[src/rtl/alu_pkg.sv]
// Package alu_pkg: operation codes, lane-select encoding and the one-bit
// helpers that every lane of the ripple ALU shares.
// Assumes: bit 2 of an operation code is the negate line; bits 1:0 select.
package alu_pkg;

    // Defined operation codes (bit 2 negate, bits 1:0 lane select)
    typedef enum logic [2:0] {
        OP_AND = 3'b000,
        OP_OR  = 3'b001,
        OP_ADD = 3'b010,
        OP_SUB = 3'b110,
        OP_SLT = 3'b111
    } alu_op_e;

    // Lane output selector, taken from the low two bits of the code
    typedef enum logic [1:0] {
        SEL_AND  = 2'b00,
        SEL_OR   = 2'b01,
        SEL_SUM  = 2'b10,
        SEL_LESS = 2'b11
    } alu_sel_e;

    // One-bit full adder: returns {carry_out, sum}
    function automatic logic [1:0] full_add(input logic x, input logic y, input logic cin);
        logic s;
        logic c;
        s = x ^ y ^ cin;
        c = (x & y) | (cin & (x ^ y));
        return {c, s};
    endfunction

    // Four-way lane output selector
    function automatic logic lane_pick(input alu_sel_e sel, input logic x, input logic y,
                                       input logic s, input logic less);
        logic r;
        case (sel)
            SEL_AND: r = x & y;
            SEL_OR:  r = x | y;
            SEL_SUM: r = s;
            default: r = less;
        endcase
        return r;
    endfunction

endpackage

[src/rtl/alu_slice.sv]
// Module alu_slice: one ordinary lane of the ripple ALU. Inverts b when
// negate is set, adds with the incoming carry, and selects AND, OR, sum
// or the externally supplied less input.
// Assumes: purely combinational; the carry chain is wired by the parent.
module alu_slice
    import alu_pkg::*;
(
    input  logic     a_i,
    input  logic     b_i,
    input  logic     negate_i,
    input  logic     carry_i,
    input  logic     less_i,
    input  alu_sel_e sel_i,
    output logic     res_o,
    output logic     carry_o
);

    logic b_eff;
    logic [1:0] add_w;

    // Operand inversion and full add for this lane
    always_comb begin
        b_eff = b_i ^ negate_i;
        add_w = full_add(a_i, b_eff, carry_i);
    end

    // Lane result selection and carry forwarding
    always_comb begin
        res_o   = lane_pick(sel_i, a_i, b_eff, add_w[0], less_i);
        carry_o = add_w[1];
    end

endmodule

[src/rtl/alu_msb_slice.sv]
// Module alu_msb_slice: the most significant lane. Behaves like an ordinary
// lane and also exports its raw sum bit (the compare source) and the
// signed-overflow indication (carry in differs from carry out).
// Assumes: the parent gates overflow for non-arithmetic codes.
module alu_msb_slice
    import alu_pkg::*;
(
    input  logic     a_i,
    input  logic     b_i,
    input  logic     negate_i,
    input  logic     carry_i,
    input  logic     less_i,
    input  alu_sel_e sel_i,
    output logic     res_o,
    output logic     carry_o,
    output logic     set_o,
    output logic     ovf_o
);

    logic b_eff;
    logic [1:0] add_w;

    // Operand inversion and full add for the top lane
    always_comb begin
        b_eff = b_i ^ negate_i;
        add_w = full_add(a_i, b_eff, carry_i);
    end

    // Result, carry, compare source and overflow detection
    always_comb begin
        res_o   = lane_pick(sel_i, a_i, b_eff, add_w[0], less_i);
        carry_o = add_w[1];
        set_o   = add_w[0];
        ovf_o   = carry_i ^ add_w[1];
    end

endmodule

[src/rtl/alu_zero_detect.sv]
// Module alu_zero_detect: flags a result vector that is all zeros.
// Assumes: WIDTH >= 1; purely combinational.
module alu_zero_detect #(
    parameter int WIDTH = 32
) (
    input  logic [WIDTH-1:0] value_i,
    output logic             all_clear_o
);

    // NOR reduction over the whole result
    always_comb begin
        all_clear_o = ~|value_i;
    end

endmodule

[src/rtl/alu_ripple.sv]
// Module alu_ripple: combinational ALU built as a chain of one-bit lanes.
// Bit 2 of op_i is one negate line (b inversion plus carry-in of lane 0),
// bits 1:0 select the lane output. The top lane's sum bit is routed back as
// lane 0's less input; all other lanes see zero there.
// Assumes: WIDTH >= 2. No clock; results settle after the carry ripple.
module alu_ripple
    import alu_pkg::*;
#(
    parameter int WIDTH = 32
) (
    input  logic [WIDTH-1:0] a_i,
    input  logic [WIDTH-1:0] b_i,
    input  logic [2:0]       op_i,
    output logic [WIDTH-1:0] result_o,
    output logic             zero_o,
    output logic             carry_o,
    output logic             overflow_o
);

    localparam int MSB = WIDTH - 1;

    logic            negate;
    logic            arith;
    alu_sel_e        sel;
    logic [WIDTH:0]  carry;
    logic            set_w;
    logic            ovf_raw;
    logic [WIDTH-1:0] res_w;

    // Split the operation code into negate, select and arithmetic qualifier
    always_comb begin
        negate = op_i[2];
        arith  = op_i[1];
        sel    = alu_sel_e'(op_i[1:0]);
    end

    assign carry[0] = negate;

    // Lane chain: lane 0 receives the compare source, the rest receive zero
    for (genvar i = 0; i < MSB; i++) begin : g_lane
        if (i == 0) begin : g_lsb
            alu_slice u_lane (
                .a_i      (a_i[i]),
                .b_i      (b_i[i]),
                .negate_i (negate),
                .carry_i  (carry[i]),
                .less_i   (set_w),
                .sel_i    (sel),
                .res_o    (res_w[i]),
                .carry_o  (carry[i+1])
            );
        end else begin : g_mid
            alu_slice u_lane (
                .a_i      (a_i[i]),
                .b_i      (b_i[i]),
                .negate_i (negate),
                .carry_i  (carry[i]),
                .less_i   (1'b0),
                .sel_i    (sel),
                .res_o    (res_w[i]),
                .carry_o  (carry[i+1])
            );
        end
    end

    alu_msb_slice u_top (
        .a_i      (a_i[MSB]),
        .b_i      (b_i[MSB]),
        .negate_i (negate),
        .carry_i  (carry[MSB]),
        .less_i   (1'b0),
        .sel_i    (sel),
        .res_o    (res_w[MSB]),
        .carry_o  (carry[WIDTH]),
        .set_o    (set_w),
        .ovf_o    (ovf_raw)
    );

    alu_zero_detect #(.WIDTH(WIDTH)) u_zero (
        .value_i     (res_w),
        .all_clear_o (zero_o)
    );

    // Drive outputs; flags only report for arithmetic codes
    always_comb begin
        result_o   = res_w;
        carry_o    = arith & carry[WIDTH];
        overflow_o = arith & ovf_raw;
    end

    // Output invariants checked against the operands
    always_comb begin
        // logical codes never raise carry or overflow
        if (!op_i[1]) begin
            p_no_overflow_r5: assert (!overflow_o && !carry_o);
        end
        // operands of opposite sign cannot overflow an add
        if (op_i == OP_ADD && (a_i[MSB] != b_i[MSB])) begin
            p_mixed_sign_add_r5: assert (!overflow_o);
        end
        // subtract carry means unsigned a >= b
        if (op_i == OP_SUB) begin
            p_sub_carry_r4: assert (carry_o == (a_i >= b_i));
        end
        // compare result is raw sign of a-b
        if (op_i == OP_SLT) begin
            p_slt_raw_sign_r6: assert (result_o[MSB:1] == '0 &&
                result_o[0] == (overflow_o ^ ($signed(a_i) < $signed(b_i))));
        end
        // zero flag tracks the result vector
        p_zero_flag_r7: assert (zero_o == (result_o == '0));
    end

endmodule

[config.mk]
export PLATFORM = sky130hd
export DESIGN_NAME = alu_ripple
export DESIGN_NICKNAME = d
export VERILOG_FILES = /design/src/rtl/alu_pkg.sv /design/src/rtl/alu_slice.sv /design/src/rtl/alu_msb_slice.sv /design/src/rtl/alu_zero_detect.sv /design/src/rtl/alu_ripple.sv
export SDC_FILE = /design/constraint.sdc
export NUM_CORES = 1
export LEC_CHECK = 0
export ABC_CLOCK_PERIOD_IN_PS = 22800
export CAP_MARGIN = 0
export CORE_UTILIZATION = 30
export DETAILED_ROUTE_END_ITERATION = 8
export DONT_BUFFER_PORTS = 1
export PLACE_DENSITY_LB_ADDON = 0.1
export SLEW_MARGIN = 20
export SYNTH_ARGS = -nofsm -noshare
export SYNTH_HDL_FRONTEND = slang
export SYNTH_HIERARCHICAL = 1
export SYNTH_SLANG_ARGS = --single-unit
[constraint.sdc]
create_clock -name vclk -period 22.8
set_input_delay 3.42 -clock vclk [all_inputs]
set_output_delay 3.42 -clock vclk [all_outputs]
set_load 0.01 [all_outputs]
======== Word-level counts from Yosys, hierarchy flattened ========
Index checks and enable logic that the tools add are counted.
W data, S select, Z words.
operators by class
  $add $sub $neg .......................... 0
  $lt $le $gt $ge ......................... 0
  shift operators ......................... 0
  multiply operators ...................... 0
  bitwise operators ....................... 227
  reductions and logical operators ........ 3
  multiplexer cells ....................... 32
  equality and inequality tests ........... 2
  divide/modulo/power cells ............... 0
operator list
  kind                  number
  $xor A1 B1 Y1         97
  $pmux W1 S3           32
  $and A1 B1 Y1         66
  $or A1 B1 Y1          64
  $reduce_or A32 Y1     1
  $eq A2 B1 Y1 const B  1
  $eq A2 B2 Y1 const B  1
  $logic_not A2 Y1      1
  $logic_not A1 Y1      1
storage, ports and cells
  input bits .............................. 67
  word-level logic and storage cells ...... 264
  register bits after elaboration ......... 0
  memories ................................ 0
  RAM bits ................................ 0
  latch bits .............................. 0
  ROM bits ................................ 0

======== Depth between registers and ports, before layout ========
  depth after elaboration ................. 68
  gate-level depth with buffers ........... 39
  mapped depth without buffers ............ 39

======== Hierarchy ========
The synthesis kept the hierarchy.
modules (own cells, without submodules)
  module           seq. area each (µm²)  area an instance (µm²)  cells an instance  times used
  alu_slice        0.0                   87.6                    8                  31
  alu_msb_slice    0.0                   107.6                   12                 1
  alu_zero_detect  0.0                   72.6                    11                 1
  alu_ripple       0.0                   16.3                    3                  1

======== Worst setup path after synthesis ========
Ideal clock, no wire load.
  kind .................................... input -> output
  start point ............................. input port op_i[2]
  end point ............................... output port zero_o
  slack ................................... 1.479 ns
  stages on the path ...................... 39
  arrival ................................. 17.901 ns
  data required time ...................... 19.380 ns
  cell sequence ........................... xor2_1 fa_1 fa_1 fa_1 fa_1 fa_1 fa_1 fa_1 fa_1 fa_1 fa_1 fa_1 fa_1 fa_1 fa_1 fa_1 fa_1 fa_1 (+3 left out) fa_1 fa_1 fa_1 fa_1 fa_1 fa_1 fa_1 fa_1 fa_1 fa_1 fa_1 inv_1 fa_1 inv_1 mux4_2 nor4_1 nand4_1 nor2_1
on the way
  word-level cells in the longest chain between the ends .. 68
  elaborated cells between the ends (all ways) .. 256
  classes of those cells .................. mux (32); bitwise (222); reduce/logical (2)
ends and longest elaborated chain
  what                   line                   RTL
  start, declared        alu_ripple.sv:13       input logic [2:0] op_i,
  $xor A1 B1 Y1          alu_slice.sv:23        b_eff = b_i ^ negate_i;
  $xor A1 B1 Y1          alu_pkg.sv:28          c = (x & y) | (cin & (x ^ y));
  $and A1 B1 Y1          alu_pkg.sv:28
  $or A1 B1 Y1 (*)       alu_pkg.sv:28
  named net carry[1]     alu_ripple.sv:25       logic [WIDTH:0] carry;
  $and A1 B1 Y1 (*)      alu_pkg.sv:28
  $or A1 B1 Y1 (*)       alu_pkg.sv:28
  named net carry[2]     alu_ripple.sv:25
  (+2 left out)          n/a
  named net carry[3]     alu_ripple.sv:25
  (+2 left out)          n/a
  named net carry[4]     alu_ripple.sv:25
  (+2 left out)          n/a
  named net carry[5]     alu_ripple.sv:25
  (+2 left out)          n/a
  named net carry[6]     alu_ripple.sv:25
  (+2 left out)          n/a
  named net carry[7]     alu_ripple.sv:25
  (+2 left out)          n/a
  named net carry[8]     alu_ripple.sv:25
  (+2 left out)          n/a
  named net carry[9]     alu_ripple.sv:25
  (+2 left out)          n/a
  named net carry[10]    alu_ripple.sv:25
  (+2 left out)          n/a
  named net carry[11]    alu_ripple.sv:25
  (+2 left out)          n/a
  named net carry[12]    alu_ripple.sv:25
  (+2 left out)          n/a
  named net carry[13]    alu_ripple.sv:25
  (+2 left out)          n/a
  named net carry[14]    alu_ripple.sv:25
  (+2 left out)          n/a
  named net carry[15]    alu_ripple.sv:25
  (+2 left out)          n/a
  named net carry[16]    alu_ripple.sv:25
  (+2 left out)          n/a
  named net carry[17]    alu_ripple.sv:25
  (+2 left out)          n/a
  named net carry[18]    alu_ripple.sv:25
  (+2 left out)          n/a
  named net carry[19]    alu_ripple.sv:25
  (+2 left out)          n/a
  named net carry[20]    alu_ripple.sv:25
  (+2 left out)          n/a
  named net carry[21]    alu_ripple.sv:25
  (+2 left out)          n/a
  named net carry[22]    alu_ripple.sv:25
  (+2 left out)          n/a
  named net carry[23]    alu_ripple.sv:25
  (+2 left out)          n/a
  named net carry[24]    alu_ripple.sv:25
  (+2 left out)          n/a
  named net carry[25]    alu_ripple.sv:25
  (+2 left out)          n/a
  named net carry[26]    alu_ripple.sv:25
  (+2 left out)          n/a
  named net carry[27]    alu_ripple.sv:25
  (+2 left out)          n/a
  named net carry[28]    alu_ripple.sv:25
  (+2 left out)          n/a
  named net carry[29]    alu_ripple.sv:25
  (+2 left out)          n/a
  named net carry[30]    alu_ripple.sv:25
  (+1 left out)          n/a
  $or A1 B1 Y1 (*)       alu_pkg.sv:28
  named net carry[31]    alu_ripple.sv:25
  $xor A1 B1 Y1 (*)      alu_pkg.sv:27          s = x ^ y ^ cin;
  named net set_w        alu_ripple.sv:26       logic set_w;
  $pmux W1 S3 (*)        alu_pkg.sv:36          case (sel)
  named net result_o[0]  alu_ripple.sv:14       output logic [WIDTH-1:0] result_o,
  $reduce_or A32 Y1 (*)  alu_zero_detect.sv:12  all_clear_o = ~|value_i;
  $logic_not A1 Y1 (*)   alu_zero_detect.sv:12
  end, declared          alu_ripple.sv:15       output logic zero_o,
Mark *: on every way through the listed nets, which the timed path passes. The rest lies on a longest branch.

======== Final worst setup path ========
Ends and elaborated chain as after synthesis.

==> impl_metrics.csv <==
group,metric,value,unit
setup_path,crit_start,"op_i[2]",
placement,portBuffers,0,
placement,gp_congestion,0.712,
cells_and_area,final_area,3200,µm²
drt,wl_per_cell,14.3,µm
pwr,switching_share,52.8,%
pwr,p_comb_share,100.0,%
grt,antenna_found_initial,0,
synthesis,synth_largest_area_cell,"ha_1",
pwr,power_frac_clock,0,%
grt,grt_pass1_wl,9820,µm
synthesis,synthMuxAreaShare,24.8,%
hold_path,worstHoldStart,"op_i[1]",
timing,slew_viol_final,0,
cells_and_area,area_growth,10.0,%
synthesis,yosys-top-cells-count,"99 x inv_1, 64 x ha_1, 32 x fa_1, 32 x mux4_2, 32 x xor2_1",
cells_and_area,drive_above_1_share,11.5,%
timing,final_hold_viol_count,0,
timing,period_share,96.4,%
hold_path,min_path_type,"in -> out",
timing,setup-tns-final,0,ps
timing,finalSetupViolCount,0,
floorplanning,die_area,10100,µm²
timing,rsz0062_at_grt,"no",
synthesis,synth_cell_types,12,
timing,fin_crit,21990,ps
placement,post_dp_cell_area,3190,µm²
synthesis,synth_top_area_share,27.5,%
grt,grt_max_degree,35,
synthesis,synth_simple_gate_area_share,2.92,%
drt,antenna_left,0,
setup_path,cpMaxStageDelayCell,"mux4_2",
pwr,power_frac_seq,0,%
cells_and_area,postLayoutCoreUtil,34.3,%
pwr,peakVddDrop,8.50,µV
floorplanning,num_rows,35,
drt,drt-vias-per-instance,4.13,
grt,grt.total_usage,12.5,%
synthesis,synth_top_family_by_area,"adder cells",
cells_and_area,seq_cells,0,
cells_and_area,clkbuf_count,0,
setup_path,critPathRequiredTime,19380,ps
synthesis,yosys_warnings,6,
setup_path,critPathMaxStageDelay,550,ps
floorplanning,die_y,101,µm
synthesis,syn_area,2910,µm²
pwr,power,0.0000717,W
job,max_cap_viol_count,0,
synthesis,ys_top_cells_by_area,"ha_1 28%, mux4_2 25%, fa_1 22%, inv_1 13%, xor2_1 9.6%",
drt,drtIter0Drc,24,
setup_path,endpoint_kind,"primary output",
setup_path,worstPathArrival,18570,ps
floorplanning,initial_core_util,31.2,%
synthesis,synth_seq_area_share,0,%
synthesis,synth_compound_area_share,0,%
cells_and_area,nFillCells,988,
setup_path,critPathLaunchType,"primary input",
synthesis,synth.avg_cell_area,10.6,µm²
floorplanning,core,9330,µm²
grt,overflow,0,
floorplanning,io_pins,102,
setup_path,cp.buffers_inverters,2,
outcome,status,"finished clean",
synthesis,synth_fa_ha_area_share,49.5,%
cells_and_area,regArea,0,µm²
pwr,power-per-cell-area,22.4,nW/µm²
synthesis,syn_inst,274,
floorplanning,die_x,101,µm
pwr,total_leakage_power,1.64,nW
setup_path,crit_path_frequent_cell,"fa_1",
synthesis,yosysMostFrequentCell,"inv_1",
placement,dpl.hpwl,5410,µm
drt,drc,0,
pwr,switchingPower,0.0000379,W
drt,via_count,1790,
synthesis,synth_xor_area_share,9.93,%
grt,grt_pass1_vias,1879,
setup_path,path_delay_family,"adder cells",
setup_path,crit_fanout,33,
setup_path,worstSetupPathType,"in -> out",
cells_and_area,diodes,0,
pwr,p_int,0.0000338,W
cells_and_area,layout.nets,469,
cells_and_area,multi_input_comb_area,2670,µm²
timing,timing.fmax,45.5,MHz
drt,drtPass1Iterations,4,
drt,totalWireLength,6180,µm
[per-layer routing]
layer	track usage [%]	share of wire [%]	up-vias
li1	-	-	869
met1	15.8	41	873
met2	23.4	53	48
met3	2.08	6.4	0
met4	0.334	0	0
met5	0	0	-
[stage by stage]
stage	cells	hold WS, ps	setup slack (ps)
floorplan	304	6980	1480
global placement	433	7010	330
detailed placement	433	7010	228
CTS	433	7010	191
global route	433	7010	67.8
finish	433	7000	811
[placed cells by master, fill, tap and decap left out, drive strengths merged]
master,Yosys,routed
inv,99,99
fa,32,32
nor2,1,1
xnor2,1,1
and2,2,2
conb,1,31
xor2,32,32
ha,64,64
mux4,32,32
nor4,8,8
nand4,2,2
[path summary, 6_finish.rpt]
check / end / slack (ps) / cells after the start
max: zero_o / 810 / 39
min: overflow_o / 7000 / 1
[power by group through the flow]
stage	Sequential [W]	Clock (W)	Combinational [W]
after floorplan	0	0	0.0000575
after global placement	0	0	0.0000721
after detailed placement	0	0	0.0000732
after CTS	0	0	0.0000734
after global routing	0	0	0.0000824
final	0	0	0.0000717
[cell families (layout without fill, tap and decap cells)]
logic type                 after synthesis  after routing
muxes                                   32             32
other                                    1             31
adders and majority gates               96             96
xor gates and xnor gates                33             33
buffers and inverters                   99             99
and+or+nand+nor                         13             13
[final cells by class]
type	count	share of cell area [%]
inverter	99	11.6
multi-input combinational	205	83.4
tap	129	5.04
[what timing repair did]
item                                    4_1_cts  5_1_grt
hold endpoints to repair                      0        0
hold buffers                                  0        0
endpoints found under the setup margin        0        1
gates resized for setup                       0        3
buffers inserted                              0        0
No activity file was read; power rests on OpenSTA's default activity.
